**config.mk**
```make
export PLATFORM = sky130hd
export DESIGN_NAME = fr_deframer
export DESIGN_NICKNAME = d
export VERILOG_FILES = /design/src/rtl/fr_deframer_pkg.sv /design/src/rtl/fr_bss_strip.sv /design/src/rtl/fr_hdr_fields.sv /design/src/rtl/fr_deframer.sv
export SDC_FILE = /design/constraint.sdc
export NUM_CORES = 1
export LEC_CHECK = 0
export BUFFER_PORTS_ARGS = -buffer_cell sky130_fd_sc_hd__buf_2
export CAP_MARGIN = 20
export CELL_PAD_IN_SITES_DETAIL_PLACEMENT = 1
export CELL_PAD_IN_SITES_GLOBAL_PLACEMENT = 1
export CORE_ASPECT_RATIO = 1.4
export CORE_MARGIN = 1
export CORE_UTILIZATION = 46
export CTS_CLUSTER_DIAMETER = 80
export CTS_CLUSTER_SIZE = 16
export DETAILED_ROUTE_END_ITERATION = 16
export HOLD_SLACK_MARGIN = 0.03
export PLACE_DENSITY_LB_ADDON = 0.12
export SLEW_MARGIN = 15
export SYNTH_ARGS = -nofsm -noshare
export SYNTH_HDL_FRONTEND = slang
export SYNTH_SLANG_ARGS = --single-unit
```
**constraint.sdc**
```tcl
create_clock -name clk -period 3.8 [get_ports clk]
set_input_delay 0.76 -clock clk [delete_from_list [all_inputs] [get_ports clk]]
set_output_delay 0.76 -clock clk [all_outputs]
set_load 0.02 [all_outputs]
```
**src/rtl/fr_deframer_pkg.sv**
```systemverilog
package fr_deframer_pkg;

    // Parser states, in the order a frame visits them
    typedef enum logic [3:0] {
        ST_IDLE,
        ST_START,
        ST_HEADER,
        ST_PAYLOAD,
        ST_TRAILER,
        ST_FES,
        ST_DTS_CHK,
        ST_DTS_WAIT,
        ST_CID
    } fr_state_e;

    // Single-bit header flags ahead of the frame ID
    localparam int FLAG_BITS = 5;
    // Raw start triple that opens a frame
    localparam logic [2:0] START_PATTERN = 3'b110;

endpackage

```
**src/rtl/fr_bss_strip.sv**
```systemverilog
module fr_bss_strip #(
    parameter int BYTE_W = 8,
    parameter int BSS_W  = 2
) (
    input  logic clk,
    input  logic rst_n,
    input  logic load,
    input  logic en,
    input  logic bit_vld,
    input  logic bit_val,
    output logic dat_vld,
    output logic dat_bit
);
    localparam int GRP  = BYTE_W + BSS_W;
    localparam int PH_W = $clog2(GRP);

    logic [PH_W-1:0] phase_q;

    // Phase 0..BSS_W-1 are marker bits; the rest carry data
    always_ff @(posedge clk) begin
        if (!rst_n) begin
            phase_q <= '0;
        end else if (load) begin
            phase_q <= PH_W'(BSS_W);
        end else if (en && bit_vld) begin
            phase_q <= (phase_q == PH_W'(GRP - 1)) ? '0 : phase_q + 1'b1;
        end
    end

    assign dat_vld = en && bit_vld && (phase_q >= PH_W'(BSS_W));
    assign dat_bit = bit_val;

endmodule

```
**src/rtl/fr_hdr_fields.sv**
```systemverilog
module fr_hdr_fields
    import fr_deframer_pkg::*;
#(
    parameter int ID_W   = 11,
    parameter int LEN_W  = 7,
    parameter int HCRC_W = 11,
    parameter int CYC_W  = 6
) (
    input  logic              clk,
    input  logic              rst_n,
    input  logic              clr,
    input  logic              shift,
    input  logic              last,
    input  logic              bit_val,
    output logic [LEN_W-1:0]  len_now,
    output logic              hdr_vld,
    output logic              f_reserved,
    output logic              f_preamble,
    output logic              f_data,
    output logic              f_sync,
    output logic              f_startup,
    output logic [ID_W-1:0]   f_id,
    output logic [LEN_W-1:0]  f_len,
    output logic [HCRC_W-1:0] f_hcrc,
    output logic [CYC_W-1:0]  f_cycle,
    output logic              warn
);
    localparam int HDR_BITS = FLAG_BITS + ID_W + LEN_W + HCRC_W + CYC_W;
    localparam int P_RES    = HDR_BITS - 1;
    localparam int P_PPI    = HDR_BITS - 2;
    localparam int P_NF     = HDR_BITS - 3;
    localparam int P_SYNC   = HDR_BITS - 4;
    localparam int P_STUP   = HDR_BITS - 5;
    localparam int ID_LSB   = HDR_BITS - FLAG_BITS - ID_W;
    localparam int LEN_LSB  = ID_LSB - LEN_W;
    localparam int HCRC_LSB = LEN_LSB - HCRC_W;
    localparam int CYC_LSB  = HCRC_LSB - CYC_W;

    logic [HDR_BITS-1:0] sreg_q;
    logic [HDR_BITS-1:0] full;
    logic                bad_id, bad_sync, bad_pre;

    // The header as it stands once the current bit is shifted in
    assign full    = {sreg_q[HDR_BITS-2:0], bit_val};
    assign len_now = full[LEN_LSB +: LEN_W];

    assign bad_id   = (full[ID_LSB +: ID_W] == '0);
    assign bad_sync = full[P_STUP] && !full[P_SYNC];
    assign bad_pre  = !full[P_NF] && full[P_PPI];

    always_ff @(posedge clk) begin
        if (!rst_n) begin
            sreg_q     <= '0;
            hdr_vld    <= 1'b0;
            warn       <= 1'b0;
            f_reserved <= 1'b0;
            f_preamble <= 1'b0;
            f_data     <= 1'b0;
            f_sync     <= 1'b0;
            f_startup  <= 1'b0;
            f_id       <= '0;
            f_len      <= '0;
            f_hcrc     <= '0;
            f_cycle    <= '0;
        end else begin
            hdr_vld <= shift && last;
            if (clr) begin
                sreg_q <= '0;
                warn   <= 1'b0;
            end else if (shift) begin
                sreg_q <= full;
                if (last) begin
                    f_reserved <= full[P_RES];
                    f_preamble <= full[P_PPI];
                    f_data     <= full[P_NF];
                    f_sync     <= full[P_SYNC];
                    f_startup  <= full[P_STUP];
                    f_id       <= full[ID_LSB +: ID_W];
                    f_len      <= full[LEN_LSB +: LEN_W];
                    f_hcrc     <= full[HCRC_LSB +: HCRC_W];
                    f_cycle    <= full[CYC_LSB +: CYC_W];
                    warn       <= bad_id || bad_sync || bad_pre;
                end
            end
        end
    end

    // the warning only rises together with the header strobe
    a_r7_warn_at_hdr: assert property (@(posedge clk) disable iff (!rst_n)
        $rose(warn) |-> hdr_vld);

endmodule

```
**src/rtl/fr_deframer.sv**
```systemverilog
module fr_deframer
    import fr_deframer_pkg::*;
#(
    parameter int ID_W      = 11,
    parameter int LEN_W     = 7,
    parameter int HCRC_W    = 11,
    parameter int CYC_W     = 6,
    parameter int BYTE_W    = 8,
    parameter int TCRC_BITS = 24,
    parameter int FES_BITS  = 2,
    parameter int CID_BITS  = 11
) (
    input  logic              clk,
    input  logic              rst_n,
    input  logic              tss_seen,
    input  logic              bit_vld,
    input  logic              bit_val,
    output logic              hdr_vld,
    output logic              frm_reserved,
    output logic              frm_preamble,
    output logic              frm_data,
    output logic              frm_sync,
    output logic              frm_startup,
    output logic [ID_W-1:0]   frm_id,
    output logic [LEN_W-1:0]  frm_len,
    output logic [HCRC_W-1:0] frm_hcrc,
    output logic [CYC_W-1:0]  frm_cycle,
    output logic              proto_warn,
    output logic              pay_vld,
    output logic [BYTE_W-1:0] pay_byte,
    output logic              frm_dynamic,
    output logic              frm_done,
    output logic              cas_seen,
    output logic              crc_bit_vld,
    output logic              crc_bit,
    output logic              crc_hdr_win,
    output logic              crc_frm_win
);
    localparam int HDR_BITS = FLAG_BITS + ID_W + LEN_W + HCRC_W + CYC_W;
    localparam int POS_W    = $clog2(HDR_BITS + TCRC_BITS + FES_BITS + CID_BITS + 4);
    localparam int BIT_W    = $clog2(BYTE_W);
    localparam int PCNT_W   = LEN_W + 1;
    localparam int HW_FIRST = 3;
    localparam int HW_LAST  = FLAG_BITS + ID_W + LEN_W - 1;

    fr_state_e         state_q, state_d;
    logic [POS_W-1:0]  pos_q;
    logic [1:0]        pat_q;
    logic [BIT_W-1:0]  pay_bit_q;
    logic [PCNT_W-1:0] pay_cnt_q;
    logic [BYTE_W-1:0] pay_sh_q;
    logic              dvld, dbit, strip_en, strip_load, hdr_shift, hdr_last;
    logic              start_ok, byte_end, pay_last;
    logic [LEN_W-1:0]  len_now;

    assign strip_en   = (state_q == ST_HEADER) || (state_q == ST_PAYLOAD) ||
                        (state_q == ST_TRAILER);
    assign strip_load = (state_q == ST_START) && bit_vld && (pos_q == POS_W'(2));
    assign start_ok   = ({pat_q, bit_val} == START_PATTERN);
    assign hdr_shift  = dvld && (state_q == ST_HEADER);
    assign hdr_last   = (pos_q == POS_W'(HDR_BITS - 1));
    assign byte_end   = (pay_bit_q == BIT_W'(BYTE_W - 1));
    assign pay_last   = byte_end && (PCNT_W'(pay_cnt_q + 1'b1) == {frm_len, 1'b0});

    fr_bss_strip #(.BYTE_W(BYTE_W), .BSS_W(2)) strip_i (
        .clk     (clk),
        .rst_n   (rst_n),
        .load    (strip_load),
        .en      (strip_en),
        .bit_vld (bit_vld),
        .bit_val (bit_val),
        .dat_vld (dvld),
        .dat_bit (dbit)
    );

    fr_hdr_fields #(.ID_W(ID_W), .LEN_W(LEN_W), .HCRC_W(HCRC_W), .CYC_W(CYC_W)) hdr_i (
        .clk        (clk),
        .rst_n      (rst_n),
        .clr        ((state_q == ST_IDLE) && tss_seen),
        .shift      (hdr_shift),
        .last       (hdr_last),
        .bit_val    (dbit),
        .len_now    (len_now),
        .hdr_vld    (hdr_vld),
        .f_reserved (frm_reserved),
        .f_preamble (frm_preamble),
        .f_data     (frm_data),
        .f_sync     (frm_sync),
        .f_startup  (frm_startup),
        .f_id       (frm_id),
        .f_len      (frm_len),
        .f_hcrc     (frm_hcrc),
        .f_cycle    (frm_cycle),
        .warn       (proto_warn)
    );

    // Next-state selection
    always_comb begin
        state_d = state_q;
        unique case (state_q)
            ST_IDLE:     if (tss_seen) state_d = ST_START;
            ST_START:    if (strip_load) state_d = start_ok ? ST_HEADER : ST_IDLE;
            ST_HEADER:   if (dvld && hdr_last)
                             state_d = (len_now == '0) ? ST_TRAILER : ST_PAYLOAD;
            ST_PAYLOAD:  if (dvld && pay_last) state_d = ST_TRAILER;
            ST_TRAILER:  if (dvld && pos_q == POS_W'(TCRC_BITS - 1)) state_d = ST_FES;
            ST_FES:      if (bit_vld && pos_q == POS_W'(FES_BITS - 1)) state_d = ST_DTS_CHK;
            ST_DTS_CHK:  if (bit_vld) state_d = bit_val ? ST_CID : ST_DTS_WAIT;
            ST_DTS_WAIT: if (bit_vld && bit_val) state_d = ST_CID;
            ST_CID:      if (bit_vld && pos_q == POS_W'(CID_BITS - 1)) state_d = ST_IDLE;
            default:     state_d = ST_IDLE;
        endcase
    end

    // State register
    always_ff @(posedge clk) begin
        if (!rst_n) state_q <= ST_IDLE;
        else        state_q <= state_d;
    end

    // Counters and outputs
    always_ff @(posedge clk) begin
        if (!rst_n) begin
            pos_q       <= '0;
            pat_q       <= '0;
            pay_bit_q   <= '0;
            pay_cnt_q   <= '0;
            pay_sh_q    <= '0;
            pay_vld     <= 1'b0;
            pay_byte    <= '0;
            frm_dynamic <= 1'b0;
            frm_done    <= 1'b0;
            cas_seen    <= 1'b0;
            crc_bit_vld <= 1'b0;
            crc_bit     <= 1'b0;
            crc_hdr_win <= 1'b0;
            crc_frm_win <= 1'b0;
        end else begin
            pay_vld     <= 1'b0;
            frm_done    <= 1'b0;
            cas_seen    <= 1'b0;
            crc_bit_vld <= 1'b0;

            // Position within the current state
            if (state_d != state_q) begin
                pos_q <= (state_q == ST_DTS_CHK) ? POS_W'(1) : '0;
            end else if (((state_q == ST_HEADER || state_q == ST_TRAILER) && dvld) ||
                         ((state_q == ST_START || state_q == ST_FES ||
                           state_q == ST_CID) && bit_vld)) begin
                pos_q <= pos_q + 1'b1;
            end

            if (state_q == ST_START && bit_vld) pat_q <= {pat_q[0], bit_val};
            if (strip_load && !start_ok) cas_seen <= 1'b1;

            // CRC checker feed
            if (dvld) begin
                crc_bit_vld <= 1'b1;
                crc_bit     <= dbit;
                crc_hdr_win <= (state_q == ST_HEADER) && (pos_q >= POS_W'(HW_FIRST)) &&
                               (pos_q <= POS_W'(HW_LAST));
                crc_frm_win <= (state_q != ST_TRAILER);
            end

            // Payload assembly
            if (state_q == ST_HEADER) begin
                pay_bit_q <= '0;
                pay_cnt_q <= '0;
            end else if (state_q == ST_PAYLOAD && dvld) begin
                pay_sh_q  <= {pay_sh_q[BYTE_W-2:0], dbit};
                pay_bit_q <= byte_end ? '0 : pay_bit_q + 1'b1;
                if (byte_end) begin
                    pay_byte  <= {pay_sh_q[BYTE_W-2:0], dbit};
                    pay_vld   <= 1'b1;
                    pay_cnt_q <= pay_cnt_q + 1'b1;
                end
            end

            if (state_q == ST_IDLE && tss_seen) frm_dynamic <= 1'b0;
            else if (state_q == ST_DTS_CHK && bit_vld && !bit_val) frm_dynamic <= 1'b1;

            if (state_q == ST_CID && state_d == ST_IDLE) frm_done <= 1'b1;
        end
    end

    // a collision symbol leaves the parser idle
    a_r1_cas_idle: assert property (@(posedge clk) disable iff (!rst_n)
        cas_seen |-> state_q == ST_IDLE);
    // frame completion leaves the parser idle
    a_r6_done_idle: assert property (@(posedge clk) disable iff (!rst_n)
        frm_done |-> state_q == ST_IDLE);
    // never more bytes than the length field allows
    a_r4_pay_limit: assert property (@(posedge clk) disable iff (!rst_n)
        pay_vld |-> pay_cnt_q <= {frm_len, 1'b0});
    // event strobes never coincide
    a_r3_strobes_excl: assert property (@(posedge clk) disable iff (!rst_n)
        $onehot0({hdr_vld, pay_vld, frm_done, cas_seen}));
    // the dynamic flag rises only on entry to the trailing-sequence wait
    a_r5_dyn_rise: assert property (@(posedge clk) disable iff (!rst_n)
        $rose(frm_dynamic) |-> state_q == ST_DTS_WAIT);

endmodule

```
==> impl_metrics.py <==
metrics = {
    "routing": {
        "post_drt_wl_per_cell_um": 16.9,
        "drt_wl_total_um": 15100,
        "drt_iter0_markers": 117,
        "vias_per_cell": 5.49,
        "drtAntennaViolNets": 0,
        "drtPass1Iterations": 4,
        "drc_errors": 0,
        "vias": 4917,
    },
    "cts": {
        "clockBufferDepth": 2,
        "clk_pin_slew_ns": 0.06,
        "numCtsBuffers": 17,
        "insertion_delay_ns": 0.42,
        "cts_max_level": 4,
        "hold_buffers": 0,
        "post_cts_buffers": 0,
        "cts_tree": "done",
        "cts-resized-gates": 0,
        "cts.root.buffer_cell": "clkbuf_16",
        "cts_sinks": 132,
    },
    "timing": {
        "tightest_slew_ns": 0.878,
        "fin_skew_ns": 0.0109,
        "whs_ns": 0.451,
        "maxSlewViolCount": 0,
        "fin_crit_sh": 0.735,
        "finalSetupTns_ns": 0,
        "rsz0062_at_grt": "false",
        "max-slew-margin-rel": 0.412,
        "setup_viol": 0,
        "hold_viol_final": 0,
        "clock.fmax_mhz": 358,
        "min_period_ns": 2.79,
    },
    "worst_setup_path": {
        "crit_top_cell": "nor3_1",
        "cp.depth": 7,
        "critPathCaptureType": "flip-flop",
        "slowest_delay_ns": 0.75,
        "required_ns": 4.13,
        "crit_family": "simple AND/OR/NAND/NOR gates",
        "reg2reg_depth": 7,
        "critPathArrivalTime_ns": 3.12,
        "path_max_fanout": 18,
        "slowest_stage": "o211ai_1",
        "critPathBufInv": 1,
        "crit_path_start_kind": "flip-flop",
        "worst-setup-path-type": "flip-flop to flip-flop",
        "path_cells": "nor3b_1, o211ai_1, nor2_2, nand2_1, buf_4, nor3_1, nor3_1",
    },
    "hold_path": {
        "holdCritPathClass": "flip-flop to flip-flop",
        "whs_path_depth": 2,
    },
    "synth": {
        "ys_seq_area_frac": 0.483,
        "synthFlopType": "dfxtp_1",
        "yosys_warnings": 0,
        "yosys.cell_types.count": 57,
        "syn_inst": 692,
        "netlist_area_um2": 5470,
        "synth_top_area_share": 0.483,
        "ys_ff_latch": 132,
        "synth_area_per_cell_um2": 7.91,
        "synth_top_area_cell": "dfxtp_1",
        "async_flop_share": 0,
        "syn_nets": 703,
        "netlist_top_cells_area": "dfxtp_1 (48%), nand2_1 (15%), a21oi_1 (10%), nor2_1 (3.2%), clkbuf_1 (2.3%)",
        "synth-edff-count": 0,
    },
    "pwr": {
        "powerDensity_nw_per_um2": 496,
        "p_leak_uw": 0.00245,
        "vdd_drop_max_uv": 321,
    },
    "final_layout": {
        "final_util": 0.567,
        "diodes": 0,
        "drive_above_1_share": 0.154,
        "final_area_um2": 6490,
        "finalNetCount": 749,
        "area_delta_synth_final_pct": 18.6,
    },
    "global_routing": {
        "grt-ovfl-total": 0,
        "grt_max_degree": 44,
        "grt_antenna_before_repair": 0,
        "grtUsageTotal": 0.260,
        "grt_pass1_vias": 5100,
        "grt_pass1_wl_um": 25000,
    },
    "place": {
        "gp_congestion": 0.880,
        "placed_cell_area_um2": 5850,
        "port_buffers": 62,
        "hpwl_um": 9900,
    },
    "floorplan": {
        "dieArea_um2": 12300,
        "io_pins": 63,
        "core-area_um2": 11500,
        "dieWidth_um": 94.2,
        "rows": 46,
        "die_y_um": 131,
        "initial_core_util": 0.478,
    },
    "run": {
        "maxCapViolCount": 0,
    },
    "run_status": {
        "run_status": "completed",
    },
}
synthesized netlist by cell type (all sizes together), types with 2 or more instances:
master / instances
a21oi: 110
nor2: 48
xor2: 8
ha: 6
or4b: 2
or4: 2
nand3: 13
a211oi: 4
or3: 2
o21a: 2
nor4b: 3
nor4: 4
o22ai: 2
nand4: 5
nor2b: 8
a31oi: 4
nand3b: 2
and4b: 3
and3: 6
o2111a: 2
mux2i: 2
nand2: 216
nand4b: 2
or2: 2
clkbuf: 34
dfxtp: 132
xnor2: 13
nor3b: 4
nor3: 8
buf: 9
o211ai: 3
and4: 3
o21ai: 6
inv: 8
metal layers:
metal  global-route usage  share of wire  vias up
met5                    0              0        -
met4                0.108          0.016        0
met3               0.0502          0.034       26
met2                0.482           0.54      107
met1                0.286           0.41     2379
li1                     -              -     2405
area by class of cell:
type                       instances  area [um^2]
clock inverter                    12          178
multi-input combinational        508         2630
tap                              144          180
fill                            1408         4960
sequential                       132         2640
timing repair buffer              70          370
inverter                           9         33.8
clock buffer                      20          457
sequential cells by signal (all words and copies together), names as in the netlist, 6 cells and up:
| name | cells |
|---|---|
| hdr_i.f_cycle | 6 |
| hdr_i.f_id | 11 |
| pay_cnt_q | 8 |
| pay_byte | 8 |
| hdr_i.f_hcrc | 11 |
| hdr_i.f_len | 7 |
| pay_sh_q | 7 |
| hdr_i.sreg_q | 39 |
| pos_q | 7 |
worst paths after layout:
check / endpoint / slack [ns] / startpoint
max: hdr_i.warn$_SDFFE_PP0P_ / 1.01 / state_q[0]$_SDFF_PN0_
min: hdr_i.f_cycle[1]$_SDFFE_PN0P_ / 0.45 / hdr_i.f_cycle[1]$_SDFFE_PN0P_
max reg2reg: hdr_i.warn$_SDFFE_PP0P_ / 1.01 / state_q[0]$_SDFF_PN0_
min reg2reg: hdr_i.f_cycle[1]$_SDFFE_PN0P_ / 0.45 / hdr_i.f_cycle[1]$_SDFFE_PN0P_
stage by stage:
stage               cells  setup WS, ns  power, uW
detailed placement    863         0.881       1490
CTS                   895         0.987       3240
global route          895         0.754       3310
finish                895          1.01       3220
floorplan             692          1.27       1470
global placement      863         0.965       1480
cells in the final DEF, fill, tap and decap left out, types with 2 or more instances in the layout:
| master | Yosys | routed |
|---|---|---|
| nand2_1 | 216 | 216 |
| dfxtp_1 | 132 | 132 |
| a21oi_1 | 109 | 109 |
| buf_2 | 5 | 62 |
| nor2_1 | 47 | 46 |
| clkbuf_16 | 0 | 17 |
| nand3_1 | 13 | 13 |
| xnor2_1 | 13 | 13 |
| inv_1 | 8 | 8 |
| nor3_1 | 8 | 8 |
| nor2b_1 | 8 | 8 |
| xor2_1 | 8 | 8 |
| buf_4 | 1 | 8 |
| and3_1 | 6 | 6 |
| o21ai_0 | 6 | 6 |
| ha_1 | 6 | 6 |
| nand4_1 | 5 | 5 |
| nor3b_1 | 4 | 4 |
| nor4_1 | 4 | 4 |
| a31oi_1 | 4 | 4 |
| bufinv_16 | 0 | 4 |
| clkinvlp_4 | 0 | 4 |
| and4b_1 | 3 | 3 |
| a211oi_1 | 3 | 3 |
| and4_1 | 3 | 3 |
| nor4b_1 | 3 | 3 |
| nand4b_1 | 2 | 2 |
| or3_1 | 2 | 2 |
| o211ai_1 | 2 | 2 |
| o21a_1 | 2 | 2 |
| or2_2 | 2 | 2 |
| o2111a_1 | 2 | 2 |
| o22ai_1 | 2 | 2 |
| mux2i_1 | 2 | 2 |
| clkbuf_8 | 0 | 2 |
| clkinv_2 | 0 | 2 |
report_power, final:
part           switching, uW  internal (uW)
combinational           47.5           18.3
clock                    628           1130
sequential              5.75           1390
total                    681           2540
cell families (layout without fill, tap and decap cells):
group	count (synthesis)	count (layout)	share of synthesized area
xor+xnor	21	21	0.0336
fa+ha+maj	6	6	0.0137
buf+inv	52	111	0.0375
flops	132	132	0.483
mux	2	2	0.00366
simple gates	335	335	0.271
compound gates	144	144	0.157
tightest hold or removal path: stages, from the launching register on:
cell and delay, ns:
dfxtp_1 0.30, nand2_1 0.05, a21oi_1 0.05
Note: power is estimated with default switching activity, not from simulation.
